### src/rtl/exc_pkg.sv
package exc_pkg;

  typedef enum logic [2:0] {
    CLS_DATA  = 3'd0,
    CLS_FETCH = 3'd1,
    CLS_SUP   = 3'd2,
    CLS_HYP   = 3'd3,
    CLS_MON   = 3'd4,
    CLS_SERR  = 3'd5,
    CLS_FAST  = 3'd6,
    CLS_NORM  = 3'd7
  } exc_cls_e;

  localparam int MASK_W   = 3;
  localparam int MSK_SERR = 0;
  localparam int MSK_FAST = 1;
  localparam int MSK_NORM = 2;

  localparam int TBL_LSB  = 11;

  function automatic logic [TBL_LSB-1:0] tbl_offset(exc_cls_e c);
    case (c)
      CLS_NORM: tbl_offset = 11'h080;
      CLS_FAST: tbl_offset = 11'h100;
      CLS_SERR: tbl_offset = 11'h180;
      default:  tbl_offset = 11'h000;
    endcase
  endfunction

endpackage

### src/rtl/exc_prio_sel.sv
module exc_prio_sel
  import exc_pkg::*;
(
  input  logic              boundary,
  input  logic              fetch_flt,
  input  logic              data_flt,
  input  logic [1:0]        call_kind,
  input  logic [MASK_W-1:0] async_pend,
  output logic              hit,
  output exc_cls_e          cls,
  output logic              ret_next
);

  always_comb begin
    hit      = 1'b0;
    cls      = CLS_DATA;
    ret_next = 1'b0;
    if (boundary) begin
      hit = 1'b1;
      if (fetch_flt) begin
        cls = CLS_FETCH;
      end else if (data_flt) begin
        cls = CLS_DATA;
      end else if (call_kind != 2'd0) begin
        cls      = exc_cls_e'(3'(call_kind) + 3'd1);
        ret_next = 1'b1;
      end else if (async_pend[MSK_SERR]) begin
        cls      = CLS_SERR;
        ret_next = 1'b1;
      end else if (async_pend[MSK_FAST]) begin
        cls      = CLS_FAST;
        ret_next = 1'b1;
      end else if (async_pend[MSK_NORM]) begin
        cls      = CLS_NORM;
        ret_next = 1'b1;
      end else begin
        hit = 1'b0;
      end
    end
  end

endmodule

### src/rtl/exc_vec_gen.sv
module exc_vec_gen
  import exc_pkg::*;
#(
  parameter int AW = 32
) (
  input  logic [AW-1:0] base,
  input  exc_cls_e      cls,
  output logic [AW-1:0] vec
);

  assign vec = {base[AW-1:TBL_LSB], tbl_offset(cls)};

endmodule

### src/rtl/exc_mask_reg.sv
module exc_mask_reg #(
  parameter int N = 3
) (
  input  logic         clk,
  input  logic         rst_n,
  input  logic         set_all,
  input  logic         wr_en,
  input  logic [N-1:0] wr_data,
  output logic [N-1:0] mask_q
);

  always_ff @(posedge clk or negedge rst_n) begin
    if (!rst_n)       mask_q <= '1;
    else if (set_all) mask_q <= '1;
    else if (wr_en)   mask_q <= wr_data;
  end

endmodule

### src/rtl/exc_entry_arb.sv
module exc_entry_arb
  import exc_pkg::*;
#(
  parameter int AW            = 32,
  parameter int LW            = 2,
  parameter int TOP_LEVEL     = 3,
  parameter int HANDLER_LEVEL = 1
) (
  input  logic              clk,
  input  logic              rst_n,
  input  logic [AW-1:0]     rst_vec,
  input  logic [AW-1:0]     vec_base,
  input  logic              fiq_req,
  input  logic              irq_req,
  input  logic              serr_req,
  input  logic              mask_wr_en,
  input  logic [MASK_W-1:0] mask_wr_data,
  input  logic              ret_valid,
  input  logic [AW-1:0]     ret_pc,
  input  logic              ret_fetch_flt,
  input  logic              ret_data_flt,
  input  logic [1:0]        ret_call,
  output logic              exc_take,
  output logic              exc_rst,
  output logic [2:0]        exc_class,
  output logic [LW-1:0]     exc_level,
  output logic [AW-1:0]     exc_vector,
  output logic [AW-1:0]     exc_ret_addr,
  output logic              flush,
  output logic [MASK_W-1:0] async_mask
);

  localparam logic [LW-1:0] TOP_L = LW'(TOP_LEVEL);
  localparam logic [LW-1:0] HND_L = LW'(HANDLER_LEVEL);
  localparam logic [AW-1:0] STEP  = AW'(4);

  logic              rst_pend_q;
  logic              take_q;
  logic              boundary;
  logic [MASK_W-1:0] pend;
  logic              hit;
  exc_cls_e          sel_cls;
  logic              ret_next;
  logic [AW-1:0]     vec_n;
  logic              enter;

  // an instruction completing in the flush cycle or during reset entry is dropped
  assign boundary = ret_valid && !take_q && !rst_pend_q;
  assign pend     = {irq_req, fiq_req, serr_req} & ~async_mask;
  assign enter    = rst_pend_q || hit;

  exc_prio_sel u_prio (
    .boundary   (boundary),
    .fetch_flt  (ret_fetch_flt),
    .data_flt   (ret_data_flt),
    .call_kind  (ret_call),
    .async_pend (pend),
    .hit        (hit),
    .cls        (sel_cls),
    .ret_next   (ret_next)
  );

  exc_vec_gen #(.AW(AW)) u_vec (
    .base (vec_base),
    .cls  (sel_cls),
    .vec  (vec_n)
  );

  exc_mask_reg #(.N(MASK_W)) u_mask (
    .clk     (clk),
    .rst_n   (rst_n),
    .set_all (enter),
    .wr_en   (mask_wr_en),
    .wr_data (mask_wr_data),
    .mask_q  (async_mask)
  );

  always_ff @(posedge clk or negedge rst_n) begin
    if (!rst_n) begin
      rst_pend_q   <= 1'b1;
      take_q       <= 1'b0;
      exc_rst      <= 1'b0;
      exc_class    <= '0;
      exc_level    <= '0;
      exc_vector   <= '0;
      exc_ret_addr <= '0;
    end else begin
      rst_pend_q <= 1'b0;
      take_q     <= enter;
      exc_rst    <= rst_pend_q;
      if (rst_pend_q) begin
        exc_class    <= '0;
        exc_level    <= TOP_L;
        exc_vector   <= rst_vec;
        exc_ret_addr <= '0;
      end else if (hit) begin
        exc_class    <= sel_cls;
        exc_level    <= HND_L;
        exc_vector   <= vec_n;
        exc_ret_addr <= ret_next ? ret_pc + STEP : ret_pc;
      end
    end
  end

  assign exc_take = take_q;
  assign flush    = take_q;

endmodule

### config.mk
export PLATFORM = sky130hd
export DESIGN_NAME = exc_entry_arb
export DESIGN_NICKNAME = d
export VERILOG_FILES = /design/src/rtl/exc_pkg.sv /design/src/rtl/exc_prio_sel.sv /design/src/rtl/exc_vec_gen.sv /design/src/rtl/exc_mask_reg.sv /design/src/rtl/exc_entry_arb.sv
export SDC_FILE = /design/constraint.sdc
export NUM_CORES = 1
export LEC_CHECK = 0
export BUFFER_PORTS_ARGS = -buffer_cell sky130_fd_sc_hd__buf_2
export CAP_MARGIN = 40
export CORE_ASPECT_RATIO = 0.75
export CORE_MARGIN = 3
export CORE_UTILIZATION = 50
export DETAILED_ROUTE_END_ITERATION = 6
export GPL_TIMING_DRIVEN = 0
export PLACE_DENSITY = 0.85
export SLEW_MARGIN = 20
export SYNTH_ARGS = -nofsm -noshare
export SYNTH_HDL_FRONTEND = slang
export SYNTH_SLANG_ARGS = --single-unit
### constraint.sdc
create_clock -name clk -period 6.81 [get_ports clk]
set_input_delay 0 -clock clk [delete_from_list [all_inputs] [get_ports clk]]
set_output_delay 0 -clock clk [all_outputs]
set_load 0.005 [all_outputs]
==> results of run 1 <==
-- per-stage QoR --
stage               instances  utilization  hold WS (ns)  setup WS (ns)  power [mW]
floorplan                 384            -        -0.296           4.27       0.579
global placement          658        0.653         0.204           3.87       0.673
detailed placement        660        0.657      -0.00296           3.81       0.683
CTS                       741        0.770       0.00117           3.77        1.05
global route              742        0.771      0.000795           3.44        1.12
finish                    742        0.771       0.00289           3.61        1.07
-- cells by family (layout without fill, tap and decap cells) --
| group | Yosys count | count (layout) | synth area share |
|---|---|---|---|
| compound gates | 89 | 89 | 0.169 |
| buf+inv | 39 | 296 | 0.0431 |
| flops | 75 | 75 | 0.487 |
| simple gates | 139 | 139 | 0.196 |
| fa+ha+maj | 3 | 3 | 0.00972 |
| xor+xnor | 13 | 13 | 0.0295 |
| other cells | 1 | 1 | 0.000971 |
| mux | 25 | 25 | 0.0648 |
-- power groups by stage --
stage	clock network, mW	registers [mW]	logic, mW
2_1_floorplan	0	0.508	0.0703
3_3_place_gp	0	0.504	0.169
3_5_place_dp	0	0.506	0.177
4_1_cts	0.343	0.497	0.211
5_1_grt	0.372	0.503	0.242
6_report	0.347	0.501	0.226
-- critical path, stage by stage, from the launching register on --
cell      delay, ns
dfstp_2        0.56
nor2b_1        0.07
or4_1          0.57
o21ai_1        0.42
and2_1         0.32
clkbuf_1       0.49
clkbuf_1       0.42
o21ai_0        0.20
-- synth_stat cells, drive strengths merged --
| master | n | share of area |
|---|---|---|
| clkbuf | 23 | 0.022 |
| xor2 | 3 | 0.0068 |
| ha | 3 | 0.0097 |
| dfrtp | 71 | 0.46 |
| or4 | 5 | 0.0097 |
| a21oi | 5 | 0.0065 |
| o311a | 7 | 0.018 |
| or2 | 1 | 0.0016 |
| a31oi | 1 | 0.0016 |
| or3 | 3 | 0.0049 |
| a211o | 10 | 0.023 |
| nand3 | 45 | 0.058 |
| or4b | 1 | 0.0026 |
| buf | 5 | 0.010 |
| o211a | 7 | 0.018 |
| xnor2 | 10 | 0.023 |
| or3b | 1 | 0.0023 |
| a21o | 2 | 0.0039 |
| nand2b | 2 | 0.0032 |
| o211ai | 2 | 0.0039 |
| clkinv | 1 | 0.00097 |
| a221o | 5 | 0.013 |
| nor4b | 2 | 0.0045 |
| o2bb2ai | 2 | 0.0045 |
| o21ai | 33 | 0.043 |
| o41ai | 1 | 0.0023 |
| nor3b | 1 | 0.0019 |
| o311ai | 1 | 0.0023 |
| and4 | 4 | 0.0091 |
| nand2 | 22 | 0.021 |
| nand4 | 6 | 0.0097 |
| nor2 | 10 | 0.0097 |
| inv | 10 | 0.0097 |
| nor2b | 4 | 0.0065 |
| and3 | 1 | 0.0016 |
| nor4 | 17 | 0.029 |
| mux2i | 25 | 0.065 |
| dfstp | 4 | 0.027 |
| a22o | 13 | 0.029 |
| and2 | 4 | 0.0065 |
| nor3 | 10 | 0.013 |
| conb | 1 | 0.00097 |
-- worst paths after layout --
kind / from / to / slack [ns] / cells past startpoint
max in group asynchronous: rst_n / u_mask.mask_q[0] / 6.02 / 3
setup / recovery: u_mask.mask_q[0] / exc_vector[28] / 3.61 / 7
hold / removal: ret_pc[27] / exc_ret_addr[27] / 0.003 / 3
hold reg to reg: rst_pend_q / exc_rst / 0.42 / 0
setup reg to reg: u_mask.mask_q[0] / exc_vector[28] / 3.61 / 7
min in group asynchronous: rst_n / exc_vector[15] / 0.14 / 2
-- what timing repair did --
item / CTS / global route
resized for setup: 0 / 0
hold buffers: 65 / 0
hold endpoints to repair: 78 / 0
-- layout make-up --
type,count,area (sq um),share of cell area
flip-flops and latches,75,1880,0.328
multi-input cells,270,1810,0.317
repair buffers,241,1550,0.271
clock buffers,10,128,0.0223
well taps,101,126,0.0221
plain buffers,28,125,0.0218
clock inverters,6,63.8,0.0111
inverters,11,41.3,0.00721
-- flip-flops by register name, indices dropped and copies added, names as in the netlist --
signal,count
exc_class,3
exc_level,2
exc_ret_addr,32
exc_rst,1
exc_take,1
exc_vector,32
rst_pend_q,1
u_mask.mask_q,3
-- metal layers --
| layer | share of wire | global-route usage | vias to the layer above | wire [um] |
|---|---|---|---|---|
| met5 | 0 | 0 | - | 0 |
| met4 | 0.058 | 0.179 | 0 | 882 |
| met3 | 0.091 | 0.0948 | 82 | 1370 |
| met2 | 0.46 | 0.530 | 342 | 7020 |
| met1 | 0.39 | 0.412 | 2171 | 5830 |
| li1 | - | - | 1947 | - |
==> impl_metrics.ini, run 1 <==
[finish]
nNetsFinal = 749
layout_common_cells = buf_2, dfrtp_1, dlygate4sd3_1
fin_area_sq_um = 5730
fillers = 519
drive_above_1_share = 0.314
antennaDiodeCount = 0
mostFrequentLayoutCell = buf_2
areaGrowthSynthToFinish_pct = 48.4

[clock_network]
clk_latency_ns = 0.37
path_clk_slew_ns = 0.08
cts_tree = built
cts_setup_buffers = 0
numCtsBuffers = 9
cts_root_buf = clkbuf_8
htreeDepth = 3
clkSinkCount = 75
clk_path_buf_depth = 2

[power]
intPower_uw = 758
leakage_nw = 2.89
p_sw_uw = 315
p_clk_frac = 0.323
sw_frac_of_total = 0.294
p_seq_frac = 0.466
max-vdd-ir-drop_mv = 0.105
power.density_nw_per_um2 = 187
pwr-share-comb = 0.210

[job]
maxCapViolations = 0

[synthesis]
seq_area_frac_synth = 0.487
synth.avg_cell_area_sq_um = 10.1
ys_warn_count = 0
synth.cell_area_sq_um = 3860
synth_nets = 497
ys_ff_latch = 75
yosysUniqueCellTypes = 47
syn_inst = 384

[grt]
grt_pass1_wl_um = 22600
grtUsageTotal = 0.331
grt_overflow = 0
antenna_found_initial = 0
first_global_vias = 4347
grt_max_degree = 39

[sta]
drv_slew = 0
fin_setup_tns_ns = 0
fmax_mhz = 312
post-route-period-util = 0.470
setup_viol = 0
finalCriticalPeriod_ns = 3.20
slew_headroom = 0.477
grt_setup_unrepaired = false
skew_ns = 0.0111
tightest_slew_ns = 0.785
hold_viol = 0

[worst_setup_path]
path_max_fanout = 10
critPathCaptureType = flop
worstSetupPathType = reg -> reg
startpoint_type = flop
worst_ep_arrival_time_ns = 3.42
critPathRequiredTime_ns = 7.03

[floorplan]
io-pin-count = 185
die_h_um = 82.1
die_w_um = 107
row_count = 27
dieArea_sq_um = 8830
initial_core_util = 0.520
core_area_sq_um = 7430

[drt]
routed_wl_um = 15100
drtIter0Drc = 427
viasPerCell = 6.12
drt_pre_antenna_iters = 6
drc = 0
wl_per_cell_um = 20.4
num_vias = 4542
antenna_left = 0

[run_status]
status = finished clean

[placed_design]
hpwl_um = 9140
portBuffers = 173
postPlaceCellArea_sq_um = 4880
place_congestion = 0.886

[worst_hold_path]
hold_path_class = in -> reg
(Power assumes the default switching activity.)
==> inputs of run 2 (changes only) <==
ABC_AREA = 1   (was not set)
CORE_UTILIZATION = 43   (was 50)
PLACE_DENSITY = 0.77   (was 0.85)
clock period = 2.7 ns   (was 6.81 ns; I/O delays follow)
==> impl_metrics.ini, run 2 <==
[run_status]
status = finished clean

[synthesis]
synth_most_common_cell = nand2_1
synth_common_cells = nand2_1, dfrtp_1, nor2_1
ys_ff_latch = 75
synth-edff-count = 0
synthArstFlopShare = 1.00
yosysUniqueCellTypes = 35
synth.avg_cell_area_sq_um = 7.80
synth_ff_type = dfrtp_1
synth_top_area_share = 0.443
synth_top_cell_by_area = dfrtp_1
syn_inst = 514
seq_area_frac_synth = 0.469
synth.cell_area_sq_um = 4010
synth_area_leaders = dfrtp_1, nand2_1, nor2_1, nand3_1, inv_1
synth_nets = 627
ys_warn_count = 0

[power]
p_seq_frac = 0.408
p_clk_frac = 0.396
max-vdd-ir-drop_mv = 0.365
p_sw_uw = 833
sw_frac_of_total = 0.268
pwr-share-comb = 0.196
leakage_nw = 3.18
power.density_nw_per_um2 = 508
intPower_mw = 2.27

[grt]
grt_util_met2 = 0.470
busiest_layer = met2
met1_usage = 0.297
grt_overflow = 0
grt_max_degree = 57
antenna_found_initial = 0
grtUsageMet3 = 0.0789
grt_pass1_wl_um = 22100
grtUsageTotal = 0.265
first_global_vias = 4657

[floorplan]
dieArea_sq_um = 10500
initial_core_util = 0.459
die_w_um = 118
die_h_um = 89.6
core_area_sq_um = 8740
row_count = 29
io-pin-count = 185

[sta]
setup_viol = 0
slew_headroom = 0.645
hold_viol = 0
fin_setup_tns_ns = 0
post-route-period-util = 0.881
fmax_mhz = 420
drv_slew = 0
skew_ns = 0.00661
grt_setup_unrepaired = false
tightest_slew_ns = 0.532
finalCriticalPeriod_ns = 2.38

[worst_hold_path]
holdCritStartpoint = ret_pc[3]
whs_endpoint = exc_ret_addr[3]
hold_depth = 3
hold_path_class = in -> reg

[finish]
nNetsFinal = 886
fillers = 687
antennaDiodeCount = 0
areaGrowthSynthToFinish_pct = 52.4
final_core_util = 0.699
drive_above_1_share = 0.296
layout_common_cells = nand2_1, buf_2, dlygate4sd3_1
largest_registers = exc_ret_addr x32, exc_vector x32
mostFrequentLayoutCell = nand2_1

[worst_setup_path]
path_max_fanout = 10
cp_slowest_cell = dlygate4sd3_1
rr_startpoint = u_mask.mask_q[2]
reg2reg_to = exc_vector[25]
rrSetupSlack_ns = 0.32
critPathCaptureType = flop
critPathRequiredTime_ns = 2.92
worstSetupPathType = reg -> reg
worst_ep_arrival_time_ns = 2.60
worstRegToRegCells = 11
startpoint_type = flop
path_cells = inv_1 -> nand2_1 -> nand2_1 -> inv_1 -> nand2_2 -> o21bai_2 -> nand2_2 -> buf_4 -> nor2_1 -> a31oi_1 -> dlygate4sd3_1
cpPeakStageDelay_ns = 0.58

[clock_network]
clk_path_buf_depth = 2
cts_setup_buffers = 0
numCtsBuffers = 9
htreeDepth = 3
cts_root_buf = clkbuf_16
path_clk_slew_ns = 0.06
cts_tree = built
clk_latency_ns = 0.33
clkSinkCount = 75

[placed_design]
hpwl_um = 9240
place_congestion = 0.919
portBuffers = 173

[drt]
routed_wl_um = 13700
antenna_left = 0
drc = 0
viasPerCell = 5.13
wl_per_cell_um = 15.2
drt_pre_antenna_iters = 6
drtIter0Drc = 410
num_vias = 4624

[job]
maxCapViolations = 0
==> run 2: final cells by class <==
cell class | instances | area [sq um] | area share
Buffer | 21 | 153 | 0.0250
Timing Repair Buffer | 248 | 1640 | 0.268
Tap cell | 124 | 155 | 0.0254
Clock inverter | 6 | 70.1 | 0.0115
Clock buffer | 10 | 239 | 0.0391
Multi-Input combinational cell | 380 | 1830 | 0.300
Sequential cell | 75 | 1880 | 0.308
Inverter | 38 | 143 | 0.0233
==> run 2: logic make-up after synthesis <==
group                    count (synthesis)  synth area share
AND/OR/NAND/NOR                        302             0.322
flip-flops                              75             0.469
AO/OA/AOI/OAI                           68             0.111
buffers and inverters                   59            0.0736
XOR/XNOR                                 6            0.0131
adder cells (fa/ha/maj)                  3           0.00936
other                                    1          0.000935
==> run 2: timing repair <==
| action | 4_1_cts | 5_1_grt |
|---|---|---|
| hold endpoints to repair | 122 | 0 |
| gates resized for setup | 0 | 0 |
| hold buffers | 74 | 0 |
==> run 2: worst max-delay path by stage <==
stage | cells after the start | to | start
6_report | 11 | exc_vector[25] | u_mask.mask_q[2]
5_1_grt | 11 | exc_vector[25] | u_mask.mask_q[2]
4_1_cts | 11 | u_mask.mask_q[0] | u_mask.mask_q[2]
3_5_place_dp | 9 | u_mask.mask_q[1] | u_mask.mask_q[2]
3_3_place_gp | 9 | exc_ret_addr[3] | u_mask.mask_q[0]
2_1_floorplan | 9 | u_mask.mask_q[2] | u_mask.mask_q[2]
==> run 2: per-stage QoR <==
stage,setup slack [ns],std cells,hold slack [ns],power [mW],instance area [sq um]
2_1_floorplan,1.20,514,-0.296,1.49,4010
3_3_place_gp,0.994,811,0.221,1.74,5030
3_5_place_dp,0.929,812,-0.0961,1.76,5060
4_1_cts,0.397,902,0.0180,3.11,6110
5_1_grt,0.238,902,0.0241,3.25,6110
6_report,0.320,902,0.0325,3.10,6110
==> run 2: critical path: cells and delay by family (launching register included) <==
family                 cells  cell delay [ns]
AO/OA/AOI/OAI              2             0.26
flip-flops                 1             0.53
AND/OR/NAND/NOR            5             0.55
buffers and inverters      4             0.92
==> run 2: layer usage <==
| metal | vias to the layer above | wire length (um) | part of all wire |
|---|---|---|---|
| li1 | 2175 | - | - |
| met1 | 2148 | 5380 | 0.39 |
| met2 | 251 | 6690 | 0.49 |
| met3 | 50 | 1140 | 0.083 |
| met4 | 0 | 486 | 0.036 |
| met5 | - | 0 | 0 |
==> run 2: power by group through the flow <==
stage | combinational [mW] | sequential (mW) | clock, mW
2_1_floorplan | 0.205 | 1.29 | 0
3_5_place_dp | 0.479 | 1.28 | 0
6_report | 0.609 | 1.27 | 1.23
4_1_cts | 0.590 | 1.26 | 1.25
5_1_grt | 0.668 | 1.28 | 1.31
3_3_place_gp | 0.461 | 1.28 | 0
==> inputs of run 3 (changes only) <==
ABC_AREA = not set   (was 1)
CORE_UTILIZATION = 42   (was 43)
==> impl_metrics.ini, run 3 (same netlist as run 1, synthesis figures left out) <==
[floorplan]
io-pin-count = 185
die_h_um = 89.1
row_count = 29
core_area_sq_um = 8710
die_w_um = 117
initial_core_util = 0.444
dieArea_sq_um = 10400

[worst_setup_path]
crit_buf_inv = 2
path_delay_family = simple AND/OR/NAND/NOR gates
cpPeakStageDelay_ns = 0.50
path_max_fanout = 10
critPathCaptureType = flop
worst_ep_arrival_time_ns = 2.85
crit_top_cell = buf_6
cp_slowest_cell = or4_4
path_cells = or3b_4 -> or4_4 -> or3_4 -> buf_6 -> buf_6 -> o211a_1 -> a211o_1
critPathRequiredTime_ns = 2.92
startpoint_type = flop
worstSetupPathType = reg -> reg

[finish]
mostFrequentLayoutCell = buf_2
final_core_util = 0.672
largest_registers = exc_ret_addr x32, exc_vector x32
layout_common_cells = buf_2, dfrtp_1, dlygate4sd3_1
drive_above_1_share = 0.336
fillers = 687
multi_input_area_sq_um = 1840
areaGrowthSynthToFinish_pct = 51.6
regArea_sq_um = 1880
nNetsFinal = 744
fin_area_sq_um = 5850

[run_status]
violations = negative hold slack
status = finished, violations left

[sta]
tightest_slew_ns = 0.732
fmax_mhz = 380
fin_setup_tns_ns = 0
whs_ns = -0.00543
post-route-period-util = 0.975
skew_ns = 0.00470
slew_headroom = 0.512
drv_slew = 0
grt_setup_unrepaired = false
setup_viol = 0
hold_viol = 2
finalCriticalPeriod_ns = 2.63

[power]
leakage_nw = 2.96
power.density_nw_per_um2 = 525
p_total_mw = 3.07
max-vdd-ir-drop_mv = 0.376

[clock_network]
path_clk_slew_ns = 0.06
clkSinkCount = 75
cts_tree = built
numCtsBuffers = 9
htreeDepth = 3
clk_latency_ns = 0.34
cts_root_buf = clkbuf_16
clk_path_buf_depth = 2

[drt]
drt_pre_antenna_iters = 7
routed_wl_um = 13100
viasPerCell = 5.61
drc = 0
num_vias = 4183
antenna_left = 0
drtIter0Drc = 338
wl_per_cell_um = 17.6

[job]
maxCapViolations = 0

[grt]
grtUsageTotal = 0.249
first_global_vias = 4067
grt_overflow = 0
grt_max_degree = 43
grt_pass1_wl_um = 20000
antenna_found_initial = 0

[placed_design]
postPlaceCellArea_sq_um = 4890
hpwl_um = 9280
portBuffers = 173
place_congestion = 0.849

[worst_hold_path]
hold_path_class = in -> reg
run 3: layout make-up:
class	count	area share
multi-input combinational	270	0.314
buffer	27	0.0224
clock buffer	10	0.0391
tap	108	0.0231
sequential	75	0.321
antenna	1	0.000427
timing repair buffer	237	0.257
clock inverter	6	0.0152
inverter	11	0.00705
run 3: worst reg2reg max path: stages, from the launching register on:
cell and delay, ns:
dfstp_2 0.44, or3b_4 0.43, or4_4 0.50, or3_4 0.38, buf_6 0.14, buf_6 0.14
o211a_1 0.22, a211o_1 0.26
run 3: what timing repair did:
action,in CTS,in global routing
pin swaps,1,2
buffers inserted,1,2
endpoints found under the hold margin,70,0
hold buffers,59,0
setup endpoints to repair,45,46
gates resized for setup,9,11
run 3: worst paths after layout:
kind | from | endpoint | slack, ns | depth (start not counted)
max in group asynchronous | rst_n | rst_pend_q | 1.89 | 3
worst max register to register | rst_pend_q | exc_ret_addr[30] | 0.07 | 7
worst min-delay path | vec_base[17] | exc_vector[17] | -0.005 | 3
worst max-delay path | rst_pend_q | exc_ret_addr[30] | 0.07 | 7
worst min register to register | exc_level[0] | exc_level[0] | 0.47 | 1
min in group asynchronous | rst_n | exc_ret_addr[18] | 0.16 | 2
run 3: per-stage QoR:
stage | std cells | hold slack (ns) | setup WS, ns
floorplan | 384 | -0.296 | 0.162
global placement | 665 | 0.207 | -0.241
detailed placement | 667 | -0.0175 | -0.293
CTS | 743 | 0.00113 | 0.00354
global route | 744 | 0.0175 | 0.0239
finish | 745 | -0.00543 | 0.0678
run 3: metal layers:
layer,global-route usage,vias to the layer above,part of all wire
met4,0.0917,0,0.027
met1,0.329,2002,0.43
met2,0.396,204,0.46
met3,0.0690,32,0.084
li1,-,1945,-
met5,0,-,0
run 3: report_power, final:
part	internal [mW]	switching (mW)	total [mW]
Combinational	0.272	0.261	0.534
Clock	0.810	0.468	1.28
Sequential	1.21	0.0490	1.26
Total	2.29	0.778	3.07
